==> config.mk <==
export PLATFORM = sky130hd
export DESIGN_NAME = csr_split_bridge
export DESIGN_NICKNAME = d
export VERILOG_FILES = /design/src/rtl/csrb_pkg.sv /design/src/rtl/csrb_decode.sv /design/src/rtl/csrb_hold.sv /design/src/rtl/csrb_resp.sv /design/src/rtl/csr_split_bridge.sv
export SDC_FILE = /design/constraint.sdc
export NUM_CORES = 1
export LEC_CHECK = 0
export CORE_ASPECT_RATIO = 1.1
export CORE_UTILIZATION = 40
export CTS_BUF_LIST = sky130_fd_sc_hd__clkbuf_4 sky130_fd_sc_hd__clkbuf_8
export CTS_CLUSTER_SIZE = 8
export DETAILED_ROUTE_END_ITERATION = 12
export PLACE_DENSITY_LB_ADDON = 0.25
export SYNTH_ARGS = -nofsm -noshare
export SYNTH_HDL_FRONTEND = slang
export SYNTH_HIERARCHICAL = 1
export SYNTH_SLANG_ARGS = --single-unit
==> constraint.sdc <==
create_clock -name clk -period 3.7 [get_ports clk]
set_input_delay 0.74 -clock clk [delete_from_list [all_inputs] [get_ports clk]]
set_output_delay 0.74 -clock clk [all_outputs]
set_load 0.02 [all_outputs]
==> src/rtl/csrb_pkg.sv <==
package csrb_pkg;
  typedef enum logic [3:0] {
    K_IDLE,     // no access
    K_STAGE,    // low write: load latch
    K_COMMIT,   // high write to a live register
    K_WIGNORE,  // high write to a reserved slot
    K_WBAD,     // high write to undecoded address
    K_RLOW,     // low read of a live register
    K_RZERO,    // low read of a reserved slot
    K_RHIGH,    // high read: latch
    K_RBAD      // low read of undecoded address
  } acc_kind_e;
endpackage

==> src/rtl/csrb_decode.sv <==
module csrb_decode
  import csrb_pkg::*;
#(
  parameter int AW = 12,
  localparam int SW = AW - 6,
  localparam int SLOTS = 1 << SW,
  parameter logic [SLOTS-1:0] RSVD_MASK = '0
) (
  input  logic [AW-1:0] addr,
  input  logic          wr,
  input  logic          rd,
  input  logic          hit,
  output acc_kind_e     kind
);
  logic [SW-1:0] slot;
  logic          clean;
  logic          rsvd;

  assign slot  = addr[AW-1:6];
  assign clean = (addr[5:3] == 3'd0) && (addr[1:0] == 2'd0);
  assign rsvd  = RSVD_MASK[slot];

  always_comb begin
    kind = K_IDLE;
    if (wr) begin
      if (!addr[2])      kind = K_STAGE;
      else if (!clean)   kind = K_WBAD;
      else if (rsvd)     kind = K_WIGNORE;
      else if (hit)      kind = K_COMMIT;
      else               kind = K_WBAD;
    end else if (rd) begin
      if (addr[2])       kind = K_RHIGH;
      else if (!clean)   kind = K_RBAD;
      else if (rsvd)     kind = K_RZERO;
      else if (hit)      kind = K_RLOW;
      else               kind = K_RBAD;
    end
  end
endmodule

==> src/rtl/csrb_hold.sv <==
module csrb_hold #(
  parameter int DW = 32
) (
  input  logic          clk,
  input  logic          rst_n,
  input  logic          ld,
  input  logic [DW-1:0] d,
  output logic [DW-1:0] q
);
  always_ff @(posedge clk) begin
    if (!rst_n)  q <= '0;
    else if (ld) q <= d;
  end
endmodule

==> src/rtl/csrb_resp.sv <==
module csrb_resp
  import csrb_pkg::*;
#(
  parameter int DW = 32
) (
  input  logic          clk,
  input  logic          rst_n,
  input  acc_kind_e     kind,
  input  logic [DW-1:0] reg_lo,
  input  logic [DW-1:0] hold_q,
  output logic [DW-1:0] rdata_q,
  output logic          err_q
);
  always_ff @(posedge clk) begin
    if (!rst_n) begin
      rdata_q <= '0;
      err_q   <= 1'b0;
    end else begin
      err_q <= (kind == K_RBAD) || (kind == K_WBAD);
      case (kind)
        K_RLOW:  rdata_q <= reg_lo;
        K_RZERO: rdata_q <= '0;
        K_RHIGH: rdata_q <= hold_q;
        K_RBAD:  rdata_q <= '1;
        default: rdata_q <= rdata_q;
      endcase
    end
  end
endmodule

==> src/rtl/csr_split_bridge.sv <==
module csr_split_bridge
  import csrb_pkg::*;
#(
  parameter int AW = 12,
  localparam int SW = AW - 6,
  localparam int SLOTS = 1 << SW,
  localparam int HW = 32,
  localparam int RW = 2 * HW,
  parameter logic [SLOTS-1:0] RSVD_MASK = 64'h0000_0000_0003_0000
) (
  input  logic          clk,
  input  logic          rst_n,
  input  logic [AW-1:0] up_addr,
  input  logic [HW-1:0] up_wdata,
  input  logic          up_wr,
  input  logic          up_rd,
  output logic [HW-1:0] up_rdata,
  output logic          up_err,
  output logic [SW-1:0] dn_addr,
  output logic [RW-1:0] dn_wdata,
  output logic          dn_we,
  input  logic [RW-1:0] dn_rdata,
  input  logic          dn_hit
);
  acc_kind_e     kind;
  logic [HW-1:0] hold_q;
  logic          hold_ld;
  logic [HW-1:0] hold_d;

  csrb_decode #(.AW(AW), .RSVD_MASK(RSVD_MASK)) u_dec (
    .addr (up_addr),
    .wr   (up_wr),
    .rd   (up_rd),
    .hit  (dn_hit),
    .kind (kind)
  );

  always_comb begin
    hold_ld = 1'b0;
    hold_d  = '0;
    case (kind)
      K_STAGE: begin hold_ld = 1'b1; hold_d = up_wdata;         end
      K_RLOW:  begin hold_ld = 1'b1; hold_d = dn_rdata[RW-1:HW]; end
      K_RZERO: begin hold_ld = 1'b1; hold_d = '0;               end
      default: ;
    endcase
  end

  csrb_hold #(.DW(HW)) u_hold (
    .clk   (clk),
    .rst_n (rst_n),
    .ld    (hold_ld),
    .d     (hold_d),
    .q     (hold_q)
  );

  csrb_resp #(.DW(HW)) u_resp (
    .clk     (clk),
    .rst_n   (rst_n),
    .kind    (kind),
    .reg_lo  (dn_rdata[HW-1:0]),
    .hold_q  (hold_q),
    .rdata_q (up_rdata),
    .err_q   (up_err)
  );

  assign dn_addr  = up_addr[AW-1:6];
  assign dn_wdata = {up_wdata, hold_q};
  assign dn_we    = (kind == K_COMMIT);
endmodule

=== Yosys cells after proc, flatten, opt, wreduce, memory -nomap -nowiden ===
Memories as Yosys holds them, arrays and structs flattened.
Cells that the tools add are included.

* Bits in read-only memories: 64
* Memories kept: 1
* Output and inout bits: 104
* Bits in registers: 65

* $lt $le $gt $ge: 1
* Equal/unequal tests: 7
* Multiplexer cells: 14
* Reductions and logical operators: 6

{| class="wikitable"
|+ Memory list
! memory !! depth !! bits a word !! read ports !! clocked after memory_dff !! write ports !! line !! source
|-
| (name not given) || 64 || 1 || 1 || 0 || 0 || csrb_decode.sv:21 || <nowiki>assign rsvd = RSVD_MASK[slot];</nowiki>
|}

{| class="wikitable"
|+ Operators by type and width
! kind !! number
|-
| 32-bit case mux with 4 select lines || 1
|-
| 32-bit case mux with 2 select lines || 1
|-
| 4-bit 2-to-1 mux || 9
|-
| 4-bit by 3-bit equality test with 1-bit output (second input constant) || 4
|-
| 6-bit by 7-bit less-than comparator with 1-bit output (second input constant) || 1
|-
| 4-bit by 1-bit equality test with 1-bit output (second input constant) || 1
|-
| 4-bit by 2-bit equality test with 1-bit output (second input constant) || 1
|-
| 4-bit equality test (second input constant) || 1
|-
| 4-bit nonzero test || 1
|-
| 3-bit zero test || 1
|-
| 3-bit 2-to-1 mux || 1
|-
| 3-bit OR reduction || 1
|-
| 2-bit zero test || 1
|-
| 1-bit 2-to-1 mux || 2
|-
| 1-bit logical AND || 1
|-
| 1-bit logical OR || 1
|}

=== Depth between registers and ports, before layout ===
Gate-level depths: netlist (run 1).

* Depth in word-level cells: 10
* Mapped depth: 11

=== By module ===
The synthesis (run 1) kept the hierarchy.

{| class="wikitable"
|+ By module, submodules not included
! module !! cells each !! instances !! area each (µm²) !! seq. area each (µm²)
|-
| csrb_resp || 158 || 1 || 1,640.3 || 660.6
|-
| csrb_hold || 103 || 1 || 1,243.7 || 640.6
|-
| csr_split_bridge || 115 || 1 || 825.8 || 0.0
|-
| csrb_decode || 20 || 1 || 161.4 || 0.0
|}

=== Worst setup path after synthesis (run 1) ===
OpenSTA, ideal clock, no wires.

* Kind: input to output
* Start point: input port up_addr[4]
* End point: output port dn_we
* Cell stages on the path: 7
* Data required time: 2.960 ns
* Data arrival time: 2.462 ns
* Buffers on the path: 2
* Setup slack: 0.498 ns
* Cells stage by stage: or3_4 nor3_4 o211a_1 a211oi_2 buf_2 buf_2 nor3_1

* Cells in the longest elaborated chain, start to end: 7
* Elaborated cells between the ends (all ways): 9
* Those cells by class: 1 x eq/ne; 6 x mux; 2 x reduce/logical

{| class="wikitable"
|+ RTL lines
! item !! line !! source
|-
| start: declaration || csr_split_bridge.sv:13 || <nowiki>input logic [AW-1:0] up_addr,</nowiki>
|-
| 3-bit zero test (*) || csrb_decode.sv:20 || <nowiki>assign clean = (addr[5:3] == 3'd0) && (addr[1:0] == 2'd0);</nowiki>
|-
| 1-bit logical AND (*) || csrb_decode.sv:20 ||
|-
| 4-bit 2-to-1 mux || csrb_decode.sv:33 || <nowiki>else if (!clean) kind = K_RBAD;</nowiki>
|-
| 4-bit 2-to-1 mux || csrb_decode.sv:32 || <nowiki>if (addr[2]) kind = K_RHIGH;</nowiki>
|-
| 4-bit 2-to-1 mux || csrb_decode.sv:31 || <nowiki>end else if (rd) begin</nowiki>
|-
| 4-bit 2-to-1 mux (*) || csrb_decode.sv:25 || <nowiki>if (wr) begin</nowiki>
|-
| named net kind[2] || csr_split_bridge.sv:25 || <nowiki>acc_kind_e kind;</nowiki>
|-
| 4-bit by 2-bit equality test with 1-bit output (*) || csr_split_bridge.sv:69 || <nowiki>assign dn_we = (kind == K_COMMIT);</nowiki>
|-
| end: declaration || csr_split_bridge.sv:21 || <nowiki>output logic dn_we,</nowiki>
|}

The timed path passes the listed nets; every way through them passes the cells marked *.

=== Worst setup path in the final report (run 1) ===
Ends and elaborated chain as after synthesis.

==> results.tsv, run 1 <==
metric	value	unit
status	completed	
crit_path_end_kind	output pin	
p_leak	2.23	nW
cp_max_fo	4	
cts_made_buffers	9	
worst_slew_pin_slew	1.05	ns
ios	217	
fin_crit_sh	94.3	%
syn_inst	396	
seq_area_frac_synth	33.6	%
rows	37	
rsz0062_at_grt	no	
drt_iter0_drc	132	
num_antenna_cells	0	
synth-edff-count	0	
insertion_delay	0.34	ns
post_cts_buffers	0	
irDropWorstVdd	0.205	mV
grt_pass1_vias	3594	
ys_warn_count	6	
dieArea	10100	um^2
syn_area	3870	um^2
setup_violations	0	
synth_ff_type	dfxtp_1	
drive_above_1_share	7.80	%
max_freq	0.287	GHz
hold_class	reg -> reg	
dieWidth	95.8	um
grt_overflow	0	
cts_sinks	65	
via_per_inst	5.25	
slowest_delay	0.41	ns
gp_routability_congestion	0.804	
slew_headroom	30.0	%
async_reset_ff_share	0	%
grt_pass1_wl	17.8	mm
startpoint_type	input port	
period_minus_slack	3.49	ns
crit_chain	clkdlybuf4s50_1 -> or3_4 -> nor3_4 -> buf_4 -> nand3b_1 -> a211oi_4 -> or2b_1 -> nor3_1 -> dlygate4sd2_1	
areaGrowthSynthToFinish	53.7	%
ys_seq_elements	65	
cts.htree.levels	3	
grt_usage	23.0	%
fillers	786	
max_cap_viol_count	0	
grt_max_degree	66	
cp.required	2.96	ns
drc	0	
start_util	41.2	%
ant_nets	0	
ctsHoldBuffers	0	
drv_slew	0	
utilization	63.3	%
ys_types	34	
holdWs	0.530	ns
cts-root-buf	clkbuf_8	
cellPowerDensity	348	nW/um^2
dp_hpwl	8.24	mm
fin_nets	673	
finClkSkew	0.0104	ns
fp.dieH	105	um
critical_path_arrival	2.75	ns
cts_tree	done	
final-hold-violation-count	0	
worstSetupPathType	in -> out	
clockBufferDepth	2	
vias	3574	
core-area	9400	um^2
drtPass1Iterations	4	
wl	11.8	mm
wl_per_cell	17.3	um
synth.avg_cell_area	9.78	um^2
synth_nets	509	
io_buffers	214	
worst_path_max_delay_cell	clkdlybuf4s50_1	
antenna_found_initial	0	
clkTransAtPathRegs	0.08	ns
layout by cell type (no fill, tap or decap), types with 2 or more instances in the layout:
cell type / Yosys / layout
clkdlybuf4s50_1: 0 / 212
dfxtp_1: 65 / 65
mux2i_1: 64 / 64
nand2_1: 35 / 35
nor2_1: 33 / 33
nor2b_1: 33 / 33
a2bb2oi_1: 32 / 32
o221a_1: 32 / 32
buf_4: 39 / 12
clkbuf_8: 0 / 11
nand2b_1: 2 / 2
clkinv_2: 0 / 2
mux2i_4: 1 / 2
a211oi_4: 0 / 2
a21oi_1: 2 / 2
nand2b_4: 2 / 2
final cells by class:
class	instances	area [um^2]	area share (%)
timing repair buffer	227	2250	37.7
multi-input combinational	256	2060	34.5
sequential	65	1300	21.9
clock buffer	12	159	2.67
tap	117	146	2.46
clock inverter	3	40.0	0.673
inverter	1	3.75	0.0631
cells in the mapped netlist (2+ instances only):
library cell,number,area share (%)
mux2i_1,64,17
a2bb2oi_1,32,7.2
nor2_1,33,3.2
a211oi_2,2,0.65
a21oi_1,2,0.26
nand2_1,35,3.4
nor2b_1,33,5.3
dfxtp_1,65,34
buf_4,39,7.6
nand3_1,2,0.26
o221a_1,32,9.3
nand2b_1,2,0.32
buf_2,10,1.3
nand2b_4,2,0.71
buf_6,10,2.9
clkbuf_1,13,1.3
buf_12,3,1.6
critical path, delay by kind of cell:
| kind | cells | cell delay, ns |
|---|---|---|
| AOI/OAI and AO/OA | 1 | 0.23 |
| and+or+nand+nor | 5 | 0.89 |
| buffers and inverters | 3 | 0.90 |
layer usage:
| layer | part of all wire [%] | global-route usage (%) | vias to the layer above |
|---|---|---|---|
| li1 | - | - | 1706 |
| met1 | 39 | 26.7 | 1691 |
| met2 | 52 | 40.2 | 165 |
| met3 | 7.8 | 5.75 | 12 |
| met4 | 1.4 | 7.68 | 0 |
| met5 | 0 | 0 | - |
path summary, 6_finish.rpt:
| path | from | endpoint | slack, ns | cells after the start |
|---|---|---|---|---|
| setup / recovery | up_addr[4] | dn_we | 0.21 | 9 |
| hold / removal | u_resp/rdata_q[3]$_SDFFE_PN0P_ | u_resp/rdata_q[3]$_SDFFE_PN0P_ | 0.53 | 1 |
| setup reg to reg | u_hold/q[16]$_SDFFE_PN0P_ | u_resp/rdata_q[16]$_SDFFE_PN0P_ | 2.79 | 3 |
| hold reg to reg | u_resp/rdata_q[3]$_SDFFE_PN0P_ | u_resp/rdata_q[3]$_SDFFE_PN0P_ | 0.53 | 1 |
power by group:
group / total, mW / switching [mW] / internal, mW
clock: 0.624 / 0.273 / 0.350
combinational: 0.665 / 0.307 / 0.358
sequential: 0.780 / 0.0317 / 0.748
state kept, by name (all words and copies together) (netlist names):
| name | cells |
|---|---|
| u_resp/err_q | 1 |
| u_resp/rdata_q | 32 |
| u_hold/q | 32 |
repair_timing:
action                                  in CTS  in global routing
endpoints found under the setup margin       1                 32
cloned                                       0                  1
gates resized for setup                      1                  1
kinds of logic after synthesis:
| group | after synthesis | share of synthesized area [%] |
|---|---|---|
| simple gates | 118 | 16.3 |
| flops | 65 | 33.6 |
| mux | 65 | 17.1 |
| compound gates | 72 | 18.3 |
| buf+inv | 76 | 14.7 |
metrics by stage:
stage / std cells / area [um^2] / total power, mW / setup WS [ns] / setup TNS [ns]
floorplan: 396 / 3870 / 1.19 / 0.498 / 0
detailed placement: 665 / 5730 / 1.46 / -0.192 / -6.89
global route: 681 / 5950 / 2.16 / 0.0605 / 0
finish: 681 / 5950 / 2.07 / 0.210 / 0
global placement: 665 / 5730 / 1.45 / -0.0608 / -1.88
CTS: 680 / 5930 / 2.08 / 0.180 / 0
(Power assumes the default switching activity.)
==> run 2, diff against run 1 <==
--- a/config.mk
+++ b/config.mk
@@ -6,12 +6,11 @@
 export NUM_CORES = 1
 export LEC_CHECK = 0
 export CORE_ASPECT_RATIO = 1.1
-export CORE_UTILIZATION = 40
+export CORE_UTILIZATION = 39
 export CTS_BUF_LIST = sky130_fd_sc_hd__clkbuf_4 sky130_fd_sc_hd__clkbuf_8
 export CTS_CLUSTER_SIZE = 8
 export DETAILED_ROUTE_END_ITERATION = 12
 export PLACE_DENSITY_LB_ADDON = 0.25
 export SYNTH_ARGS = -nofsm -noshare
 export SYNTH_HDL_FRONTEND = slang
-export SYNTH_HIERARCHICAL = 1
 export SYNTH_SLANG_ARGS = --single-unit
==> run 2 against run 1 <==
Against the previous run: global-route usage grew 2.6 points; highest routed layer unchanged; critical endpoint unchanged; clock skew fell by 0.0018 ns; sequential cell count is the same; synthesized cell count increased by 0.51%; design area decreased by 1.5%; die area is 1.6% lower; final cell count is 1.3% lower; worst setup slack better by 0.082 ns; sequential share of layout area is 0.32 points higher; register-to-register slack gained 0.15 ns.
==> results.tsv, run 2 <==
metric	value	unit
fin_ws	0.293	ns
async_reset_ff_share	0	%
cp.required	2.96	ns
drc	0	
drive_above_1_share	18.3	%
fp.dieH	104	um
cts_made_buffers	9	
vias	3763	
ios	217	
r2r_start	u_hold.q[3]$_SDFFE_PN0P_	
syn_inst	398	
stdcell_count	672	
yosys.area_share.simple	10.4	%
top_regs	u_hold.q (32), u_resp.rdata_q (32), u_resp.err_q (1)	
slowest_delay	0.64	ns
final_common_cell	clkdlybuf4s50_1	
seq_area_frac_synth	35.1	%
rows	36	
synthMuxAreaShare	0	%
drt_iter0_drc	237	
dieWidth	95.0	um
ctsHoldBuffers	0	
synthAdderAreaFrac	0	%
slew_headroom	29.5	%
grt_pass1_vias	3859	
cp_max_fo	6	
rsz0062_at_grt	no	
cellPowerDensity	349	nW/um^2
antenna_found_initial	0	
synth_top_family_by_area	compound AO/OA/AOI/OAI gates	
synth.avg_cell_area	9.33	um^2
yosys-top-cells-area	dfxtp_1 35%, o2111ai_2 12%, o211ai_2 10%, buf_4 7.7%, a22oi_1 6.5%	
clkTransAtPathRegs	0.07	ns
synth_top_area_cell	dfxtp_1	
period_minus_slack	3.41	ns
cts_sinks	65	
cpMostUsedCell	clkdlybuf4s50_1	
yosysMostFrequentCell	dfxtp_1	
fin_tns_setup	0	ns
io_buffers	214	
setup_violations	0	
cts.htree.levels	3	
ys_types	32	
worstSetupPathType	in -> out	
wl	12.7	mm
synth_common_cells	65 x dfxtp_1, 38 x buf_4, 36 x nand2_1, 34 x o21ai_0, 33 x a21oi_1	
startpoint_type	input port	
crit_path_end_kind	output pin	
critical_path_arrival	2.67	ns
final_cell_mix	213 x clkdlybuf4s50_1, 65 x dfxtp_1, 36 x nand2_1	
drtPass1Iterations	4	
hold_start	u_hold.q[0]$_SDFFE_PN0P_	
cts_tree	done	
grt_usage	25.6	%
synth_ff_type	dfxtp_1	
gp_routability_congestion	0.798	
hold_class	reg -> reg	
fin_crit_sh	92.1	%
post_cts_buffers	0	
synth-xor-area-share	0	%
status	completed	
dp_hpwl	8.98	mm
ys_warn_count	0	
clockBufferDepth	2	
max_freq	0.293	GHz
via_per_inst	5.60	
syn_area	3710	um^2
reg2reg_slack	2.94	ns
grt_pass1_wl	19.8	mm
crit_chain	clkdlybuf4s50_1 -> or3_4 -> nor2_4 -> nand2_1 -> nor3b_1 -> clkdlybuf4s50_1	
grt_max_degree	45	
fin_nets	666	
dp_cells	656	
finClkSkew	0.00865	ns
ys_seq_elements	65	
hold_path_depth	2	
core-area	9050	um^2
areaGrowthSynthToFinish	58.0	%
insertion_delay	0.34	ns
irDropWorstVdd	0.241	mV
dieArea	9910	um^2
synth-edff-count	0	
final-hold-violation-count	0	
worst_slew_pin_slew	1.05	ns
wl_per_cell	18.9	um
max_cap_viol_count	0	
ctsResizeCount	0	
cts-root-buf	clkbuf_8	
r2r_cells	2	
rr_endpoint	u_resp.rdata_q[3]$_SDFFE_PN0P_	
synth_nets	511	
min_to	u_hold.q[0]$_SDFFE_PN0P_	
drv_slew	0	
place_ws	0.309	ns
grt_overflow	0	
ant_nets	0	
synth_compound_area_share	40.2	%
num_antenna_cells	0	
worst_path_max_delay_cell	clkdlybuf4s50_1	
yosysTopAreaCellShare	35.1	%
p_leak	2.11	nW
start_util	41.0	%
run 2: final cells by class:
class,instances,area [um^2]
repair buffers,225,2260
multi-input cells,250,1930
clock buffers,11,145
clock inverters,5,86.3
fillers,754,3190
flip-flops and latches,65,1300
inverters,2,7.51
well taps,114,143
run 2: kinds of logic after synthesis:
logic type             Yosys count
buffers and inverters           83
AO/OA/AOI/OAI                  169
AND/OR/NAND/NOR                 81
flip-flops                      65
run 2: worst max-delay path by stage:
stage	from	to
floorplan	up_addr[4]	dn_we
global placement	up_addr[4]	dn_we
detailed placement	up_addr[4]	dn_we
CTS	up_addr[4]	dn_we
global route	up_addr[3]	dn_we
finish	up_addr[4]	dn_we
run 2: worst max-delay path: cells and delay by family:
family                 cells  cell delay, ns
buffers and inverters      2            1.04
and+or+nand+nor            4            0.88
run 2: report_power, final:
part           total [mW]  internal, mW  switching [mW]
registers           0.778         0.746          0.0325
clock network       0.710         0.412           0.298
logic               0.556         0.277           0.279
run 2: layer usage:
layer,part of all wire (%),global-route usage [%]
met5,0,0
met3,6.7,6.21
met2,51,45.3
met4,2.3,9.09
met1,40,29.2
run 2: stage by stage:
stage                     utilization (%)  power, mW  instance area, um^2  hold slack, ns
final                                64.8       2.04                 5870           0.506
after global placement               62.2       1.34                 5630           0.480
after global routing                 64.8       2.12                 5870           0.534
after CTS                            64.8       2.06                 5870           0.509
after floorplan                         -       1.07                 3710           0.564
after detailed placement             62.2       1.35                 5630           0.488
